File: src/rtl/gpio_port_pkg.sv
package gpio_port_pkg;
  // Trigger codes, 3 bits per pin
  localparam logic [2:0] TRIG_FALL = 3'b000;
  localparam logic [2:0] TRIG_RISE = 3'b001;
  localparam logic [2:0] TRIG_LOW  = 3'b010;
  localparam logic [2:0] TRIG_HIGH = 3'b011;
  localparam logic [2:0] TRIG_BOTH = 3'b100;

  localparam int TRIG_W     = 3;
  localparam int MODE_PITCH = 4;
  localparam int PINS_PER_MODE_REG = 8;

  // Word index of each register (byte address / 4); software decodes this order
  typedef enum logic [3:0] {
    REG_EN    = 4'd0,
    REG_STAT  = 4'd1,
    REG_DISP  = 4'd2,
    REG_CLR   = 4'd3,
    REG_MSET  = 4'd4,
    REG_MCLR  = 4'd5,
    REG_OUT   = 4'd6,
    REG_IN    = 4'd7,
    REG_DIR   = 4'd8,
    REG_MODE0 = 4'd9,
    REG_MODE1 = 4'd10,
    REG_RSVD  = 4'd11,
    REG_SRST  = 4'd12
  } reg_idx_e;
endpackage

File: src/rtl/gpio_sync.sv
module gpio_sync #(
  parameter int WIDTH = 16
) (
  input  logic             clk,
  input  logic             rst_n,
  input  logic [WIDTH-1:0] async_in,
  output logic [WIDTH-1:0] sync_out
);
  logic [WIDTH-1:0] meta_q;
  logic [WIDTH-1:0] sync_q;

  always_ff @(posedge clk or negedge rst_n) begin
    if (!rst_n) begin
      meta_q <= '0;
      sync_q <= '0;
    end else begin
      meta_q <= async_in;
      sync_q <= meta_q;
    end
  end

  assign sync_out = sync_q;
endmodule

File: src/rtl/gpio_trig_detect.sv
module gpio_trig_detect
  import gpio_port_pkg::*;
#(
  parameter int NPINS = 16
) (
  input  logic                      clk,
  input  logic                      rst_n,
  input  logic [NPINS-1:0]          lvl,
  input  logic [TRIG_W*NPINS-1:0]   mode_flat,
  output logic [NPINS-1:0]          hit
);
  logic [NPINS-1:0] prev_q;

  always_ff @(posedge clk or negedge rst_n) begin
    if (!rst_n) prev_q <= '0;
    else        prev_q <= lvl;
  end

  for (genvar g = 0; g < NPINS; g++) begin : g_pin
    logic [TRIG_W-1:0] code;
    logic rise, fall, hit_g;
    assign code = mode_flat[TRIG_W*g +: TRIG_W];
    assign rise = lvl[g] & ~prev_q[g];
    assign fall = ~lvl[g] & prev_q[g];
    always_comb begin
      case (code)
        TRIG_FALL: hit_g = fall;
        TRIG_RISE: hit_g = rise;
        TRIG_LOW:  hit_g = ~lvl[g];
        TRIG_HIGH: hit_g = lvl[g];
        TRIG_BOTH: hit_g = rise | fall;
        default:   hit_g = 1'b0;
      endcase
    end
    assign hit[g] = hit_g;
  end
endmodule

File: src/rtl/gpio_irq_port.sv
module gpio_irq_port
  import gpio_port_pkg::*;
#(
  parameter int NPINS  = 16,
  parameter int ADDR_W = 6
) (
  input  logic              clk,
  input  logic              rst_n,
  input  logic              bus_req,
  input  logic              bus_we,
  input  logic [ADDR_W-1:0] bus_addr,
  input  logic [31:0]       bus_wdata,
  output logic              bus_rvalid,
  output logic [31:0]       bus_rdata,
  input  logic [NPINS-1:0]  pin_in,
  output logic [NPINS-1:0]  pin_out,
  output logic [NPINS-1:0]  pin_oe,
  output logic              irq
);
  localparam int IDX_W = ADDR_W - 2;

  logic [IDX_W-1:0] idx;
  logic             wr, rd;
  logic [NPINS-1:0] lvl, hit, clr_bits;
  logic [NPINS-1:0] en_q, stat_q, mask_q, out_q, dir_q;
  logic             srst_q;
  logic [TRIG_W-1:0] mode_q [NPINS];
  logic [TRIG_W*NPINS-1:0] mode_flat;
  logic [31:0]      mode0_rd, mode1_rd, rd_mux;
  logic             unused_bits;

  assign idx = bus_addr[ADDR_W-1:2];
  assign wr  = bus_req & bus_we;
  assign rd  = bus_req & ~bus_we;
  assign unused_bits = ^{bus_addr[1:0], bus_wdata};

  gpio_sync #(.WIDTH(NPINS)) u_sync (
    .clk(clk), .rst_n(rst_n), .async_in(pin_in), .sync_out(lvl)
  );

  gpio_trig_detect #(.NPINS(NPINS)) u_detect (
    .clk(clk), .rst_n(rst_n), .lvl(lvl), .mode_flat(mode_flat), .hit(hit)
  );

  assign clr_bits = (wr && idx == IDX_W'(REG_CLR)) ? bus_wdata[NPINS-1:0] : '0;

  always_ff @(posedge clk or negedge rst_n) begin
    if (!rst_n) begin
      en_q <= '0; stat_q <= '0; mask_q <= '0; out_q <= '0; dir_q <= '0;
      srst_q <= 1'b0;
    end else begin
      if (wr && idx == IDX_W'(REG_SRST)) srst_q <= bus_wdata[0];
      if (srst_q) begin
        en_q <= '0; stat_q <= '0; mask_q <= '0; out_q <= '0; dir_q <= '0;
      end else begin
        // clear wins over a same-cycle event
        stat_q <= (stat_q | (hit & en_q)) & ~clr_bits;
        if (wr && idx == IDX_W'(REG_EN))   en_q   <= bus_wdata[NPINS-1:0];
        if (wr && idx == IDX_W'(REG_OUT))  out_q  <= bus_wdata[NPINS-1:0];
        if (wr && idx == IDX_W'(REG_DIR))  dir_q  <= bus_wdata[NPINS-1:0];
        if (wr && idx == IDX_W'(REG_MSET)) mask_q <= mask_q | bus_wdata[NPINS-1:0];
        if (wr && idx == IDX_W'(REG_MCLR)) mask_q <= mask_q & ~bus_wdata[NPINS-1:0];
      end
    end
  end

  for (genvar i = 0; i < NPINS; i++) begin : g_mode
    localparam int LANE = i % PINS_PER_MODE_REG;
    localparam logic [IDX_W-1:0] MY_REG =
      (i < PINS_PER_MODE_REG) ? IDX_W'(REG_MODE0) : IDX_W'(REG_MODE1);
    always_ff @(posedge clk or negedge rst_n) begin
      if (!rst_n)                  mode_q[i] <= TRIG_FALL;
      else if (srst_q)             mode_q[i] <= TRIG_FALL;
      else if (wr && idx == MY_REG)
        mode_q[i] <= bus_wdata[MODE_PITCH*LANE +: TRIG_W];
    end
    assign mode_flat[TRIG_W*i +: TRIG_W] = mode_q[i];
  end

  always_comb begin
    mode0_rd = '0;
    mode1_rd = '0;
    for (int i = 0; i < NPINS; i++) begin
      if (i < PINS_PER_MODE_REG)
        mode0_rd[MODE_PITCH*(i % PINS_PER_MODE_REG) +: TRIG_W] = mode_q[i];
      else
        mode1_rd[MODE_PITCH*(i % PINS_PER_MODE_REG) +: TRIG_W] = mode_q[i];
    end
  end

  always_comb begin
    rd_mux = '0;
    case (idx)
      IDX_W'(REG_EN):    rd_mux = 32'(en_q);
      IDX_W'(REG_STAT):  rd_mux = 32'(stat_q);
      IDX_W'(REG_DISP):  rd_mux = 32'(stat_q & ~mask_q);
      IDX_W'(REG_MSET),
      IDX_W'(REG_MCLR):  rd_mux = 32'(mask_q);
      IDX_W'(REG_OUT):   rd_mux = 32'(out_q);
      IDX_W'(REG_IN):    rd_mux = 32'(lvl);
      IDX_W'(REG_DIR):   rd_mux = 32'(dir_q);
      IDX_W'(REG_MODE0): rd_mux = mode0_rd;
      IDX_W'(REG_MODE1): rd_mux = mode1_rd;
      IDX_W'(REG_SRST):  rd_mux = {31'd0, srst_q};
      default:           rd_mux = '0;
    endcase
  end

  always_ff @(posedge clk or negedge rst_n) begin
    if (!rst_n) begin
      bus_rvalid <= 1'b0;
      bus_rdata  <= '0;
    end else begin
      bus_rvalid <= rd;
      if (rd) bus_rdata <= rd_mux;
    end
  end

  assign pin_out = out_q;
  assign pin_oe  = dir_q;
  assign irq     = |(stat_q & ~mask_q);
endmodule

File: config.mk
export PLATFORM = sky130hd
export DESIGN_NAME = gpio_irq_port
export DESIGN_NICKNAME = d
export VERILOG_FILES = /design/src/rtl/gpio_port_pkg.sv /design/src/rtl/gpio_sync.sv /design/src/rtl/gpio_trig_detect.sv /design/src/rtl/gpio_irq_port.sv
export SDC_FILE = /design/constraint.sdc
export NUM_CORES = 1
export LEC_CHECK = 0
export BUFFER_PORTS_ARGS = -buffer_cell sky130_fd_sc_hd__buf_2
export CORE_MARGIN = 2
export CORE_UTILIZATION = 59
export DETAILED_ROUTE_END_ITERATION = 16
export GPL_TIMING_DRIVEN = 0
export PLACE_DENSITY = 0.81
export SLEW_MARGIN = 20
export SYNTH_ARGS = -nofsm -noshare
export SYNTH_HDL_FRONTEND = slang
export SYNTH_HIERARCHICAL = 1
export SYNTH_SLANG_ARGS = --single-unit
File: constraint.sdc
create_clock -name clk -period 2.3 [get_ports clk]
set_clock_uncertainty 0.2 [all_clocks]
set_input_delay 0.115 -clock clk [delete_from_list [all_inputs] [get_ports clk]]
set_output_delay 0.115 -clock clk [all_outputs]
set_load 0.1 [all_outputs]
-- Yosys cells after proc, flatten, opt, wreduce, memory -nomap -nowiden
Cells that the tools add are included.
- equal/unequal tests: 75
- bitwise operators: 94
- muxes and demuxes: 60
- reduce and logical (&&, ||, !) cells: 34
- operators by type and width (cell ; count):
    case mux 32 bit (10 select lines) ; 1
    two-way mux 16 bit ; 11
    == test 3 x 2 -> 1 bit, second input constant ; 32
    two-way mux 3 bit ; 32
    case mux 1 bit (5 select lines) ; 16
    AND 16 bit ; 4
    == test 3 x 1 -> 1 bit, second input constant ; 16
    == test 3 bit, second input constant ; 16
    zero test 3 bit ; 16
    inverter 16 bit ; 3
    AND 1 bit ; 34
    inverter 1 bit ; 33
    AND 16 x 32 -> 32 bit ; 1
    inverter 16 -> 32 bit ; 1
    OR 16 bit ; 2
    == test 4 x 3 -> 1 bit, second input constant ; 4
    == test 4 bit, second input constant ; 4
    OR 1 bit ; 16
    OR reduction 16 bit ; 1
    nonzero test 2 bit ; 5
    logical AND 1 bit ; 9
    == test 4 x 2 -> 1 bit, second input constant ; 2
    == test 4 x 1 -> 1 bit, second input constant ; 1
    zero test 4 bit ; 1
    other kinds (2) ; 2
- bits in registers: 210
- input port bits: 58
- word-level logic and storage cells: 290
- output and inout bits: 66

-- Logic depth before layout (Yosys ltp)
- word-level depth: 8
- mapped depth: 9
- mapped depth without buffers: 7

-- By module
Netlist, hierarchy kept.
- modules (own cells, without submodules) (module ; sequential area each (um2) ; cells an instance ; area an instance (um2) ; instances):
    gpio_irq_port ; 3953.8 ; 862 ; 7739.9 ; 1
    gpio_trig_detect ; 400.4 ; 176 ; 1761.7 ; 1
    gpio_sync ; 800.8 ; 32 ; 800.8 ; 1

-- Least setup slack after synthesis
Ideal clock, no wire load.
- kind: reg-to-output
- from: reg stat_q[6]
- to: out irq
- path buffers: 0
- path slack: -8 ps
- arrival time: 1993 ps
- stages on the path, launching flop included: 5
- required time: 1985 ps
- path through: dfrtp_1 -> nor2b_1 -> or4_1 -> nor4_1 -> nand3_1
- longest elaborated chain between the ends: 2
- ends and longest elaborated chain (item ; line ; text):
    start: declaration ; gpio_irq_port.sv:25 ; logic [NPINS-1:0] en_q, stat_q, mask_q, out_q, dir_q;
    start signal: assignment ; gpio_irq_port.sv:57 ; stat_q <= (stat_q | (hit & en_q)) & ~clr_bits;
    AND 16 bit ; gpio_irq_port.sv:121 ; assign irq = |(stat_q & ~mask_q);
    OR reduction 16 bit ; gpio_irq_port.sv:121 ;
    end: declaration ; gpio_irq_port.sv:18 ; output logic irq
Every way passes these cells.

-- Worst setup path in the final report
- from: reg stat_q[9]
- to: out irq
The elaborated chain is that of the path after synthesis.

==> results.toml <==
[cells_and_area]
fillCellCount = 1259
fin_area_um2 = 12600
multi_input_area_um2 = 4550
layout-drive-gt1-share = 0.200
instances_no_fill = 1503
post-route-util = 0.734
regArea_um2 = 5160
fin_nets = 1352
areaGrowthSynthToFinish_pct = 22.4
num_antenna_cells = 0

[yosys]
synth-edff-count = 0
syn-cell-area_um2 = 10300
async_reset_ff_frac = 1.00
ys_seq_elements = 206
avgSynthCellArea_um2 = 9.63
yosysTopAreaCellShare = 0.500
ys_top_cells_by_area = "dfrtp_1 50%, nand2_1 8.8%, a21oi_1 5.9%"
ys.flop_type = "dfrtp_1"
ys_seq_area_frac = 0.500
synthCells = 1070
synth.most_common_cell = "nand2_1"
yosys_warnings = 6
ys_types = 55
synthTopCellsByCount = "241 x nand2_1, 206 x dfrtp_1, 122 x a21oi_1"
synth_largest_area_cell = "dfrtp_1"

[routing]
first_pass_iters = 6
drt_first_iter_violations = 1124
drc = 0
finalWirelength_um = 34700
num_vias = 9448
final_antenna_net_count = 0
vias_per_cell = 6.29
wire_per_inst_um = 23.1

[global_routing]
grt_pass1_vias = 9228
grt_use_total = 0.379
grt_pass1_wl_um = 52600
grt_max_degree = 81
antenna_found_initial = 0
overflow = 0

[power_and_ir_drop]
finalPower_mw = 10.4
power_density_nw_per_um2 = 821
leakagePower_nw = 5.81
peakVddDrop_uv = 1010

[sta]
relSlewSlack = 0.254
drv_slew = 0
grt_setup_unrepaired = "true"
setup_tns_ns = -0.184
min_period_ns = 2.48
setup_viol = 1
finalWorstSetupSlack_ns = -0.184
hold_viol = 0
min_period_over_period = 1.08
tightest_slew_ns = 1.12
fmax_ghz = 0.403

[clocking]
cts-root-buf = "clkbuf_16"
cts_tree = "done"
cts.reportedPaths.clkPinSlew_ns = 0.06
cts.htree.levels = 1
clock-sinks = 206
cts_made_buffers = 23
clk-insertion-delay-late_ns = 0.52
clock_path_buffers = 3

[run_status]
violations = "negative setup slack"
status = "complete, but fails checks"

[placement]
routabilityCongestion = 1.01
dp.cells = 1411
place_hpwl_um = 24000
place.port_buffers = 111
postPlaceCellArea_um2 = 11200

[setup_path]
start_kind = "register"
crit_fanout = 2
crit_type = "register to output pin"
crit_required_ns = 1.99
crit_path_end_kind = "output pin"
r2r_slack_ns = 0.04
arrival_ns = 2.17

[worst_hold_path]
hp-class = "input pin to register"

[die]
rows = 48
core_um2 = 17200
start_util = 0.600
die_x_um = 136
ioPinCount = 124
die_area_um2 = 18500
die_y_um = 136

[flow_run]
maxCapViolations = 0
stage by stage:
stage               setup WS [ns]  hold slack, ns
floorplan                   0.110          -0.381
global placement            -2.50          0.0228
detailed placement        -0.0820          -0.145
CTS                        -0.165          0.0161
global route               -0.230          0.0399
finish                     -0.184          0.0271
cell families after synthesis:
logic type / share of synthesized area
buffers and inverters: 0.0628
AO/OA/AOI/OAI: 0.162
flip-flops: 0.500
other: 0.000364
AND/OR/NAND/NOR: 0.153
multiplexers: 0.0690
adder cells (fa/ha/maj): 0.0389
XOR/XNOR: 0.0136
layout make-up:
type	count	share of cell area
tap	225	0.0223
inverter	46	0.0137
multi-input combinational	736	0.361
clock inverter	11	0.0131
buffer	85	0.0376
timing repair buffer	164	0.0903
sequential	206	0.409
clock buffer	30	0.0525
metal layers:
metal / part of all wire / vias up / track usage
met5: 0 / - / 0
met4: 0.044 / 0 / 0.158
met3: 0.13 / 118 / 0.110
met2: 0.45 / 666 / 0.592
met1: 0.38 / 4587 / 0.499
li1: - / 4077 / -
worst max-delay path, cell delays in order, from the launching register on:
cell and delay, ns:
dfrtp_1 0.39, nor2b_4 0.13, or4_4 0.54, nor4_4 0.20, nand3_2 0.17, buf_12 0.21
state kept, by name (all words and copies together), names as in the netlist:
| name | cells |
|---|---|
| pin_out | 16 |
| mode0_rd | 24 |
| u_detect/prev_q | 16 |
| stat_q | 16 |
| srst_q | 1 |
| pin_oe | 16 |
| bus_rdata | 28 |
| mode1_rd | 24 |
| u_sync/meta_q | 16 |
| u_sync/sync_out | 16 |
| mask_q | 16 |
| en_q | 16 |
| bus_rvalid | 1 |
power by group:
group	switching, mW	internal (mW)
registers	0.287	3.87
logic	1.54	0.639
clock network	1.54	2.48
total	3.37	6.99
layout by cell type (no fill, tap or decap), types with 5 or more instances in the layout:
cell type / Yosys / final
a32oi_1: 7 / 7
a221oi_1: 8 / 8
mux2_2: 24 / 24
clkbuf_8: 0 / 6
o22ai_1: 7 / 7
dfrtp_2: 0 / 5
nor2b_1: 11 / 9
nand3_1: 9 / 8
or4b_1: 16 / 16
mux2i_1: 44 / 44
a21oi_1: 122 / 122
xnor2_1: 16 / 16
o21ai_0: 51 / 51
a211oi_1: 16 / 16
clkbuf_16: 0 / 23
a22o_1: 5 / 5
buf_4: 30 / 33
nor2_1: 32 / 32
buf_2: 21 / 130
nor4_1: 6 / 5
dlygate4sd3_1: 0 / 48
a22oi_1: 24 / 24
clkbuf_1: 31 / 32
a32o_1: 6 / 6
ha_1: 32 / 32
inv_1: 46 / 46
nand2_1: 241 / 241
dfrtp_1: 206 / 201
and2_1: 5 / 5
worst paths after layout:
path                               startpoint                  end  cells past startpoint
hold reg to reg             u_sync/meta_q[10]  u_sync/sync_out[10]                      0
max in group asynchronous               rst_n   u_sync/sync_out[0]                      4
setup / recovery                    stat_q[9]                  irq                      5
hold / removal                    bus_addr[5]               srst_q                      4
setup reg to reg           u_sync/sync_out[8]            stat_q[8]                      7
min in group asynchronous               rst_n         mode1_rd[20]                      3
what timing repair did:
action                     in CTS  in global routing
hold endpoints to repair      351                  0
pin swaps                       2                  0
resized for setup              11                  6
setup endpoints to repair       1                  7
setup buffers                   3                  0
hold buffers                   48                  0
cloned                          0                  0
No activity file was read; power rests on OpenSTA's default activity.
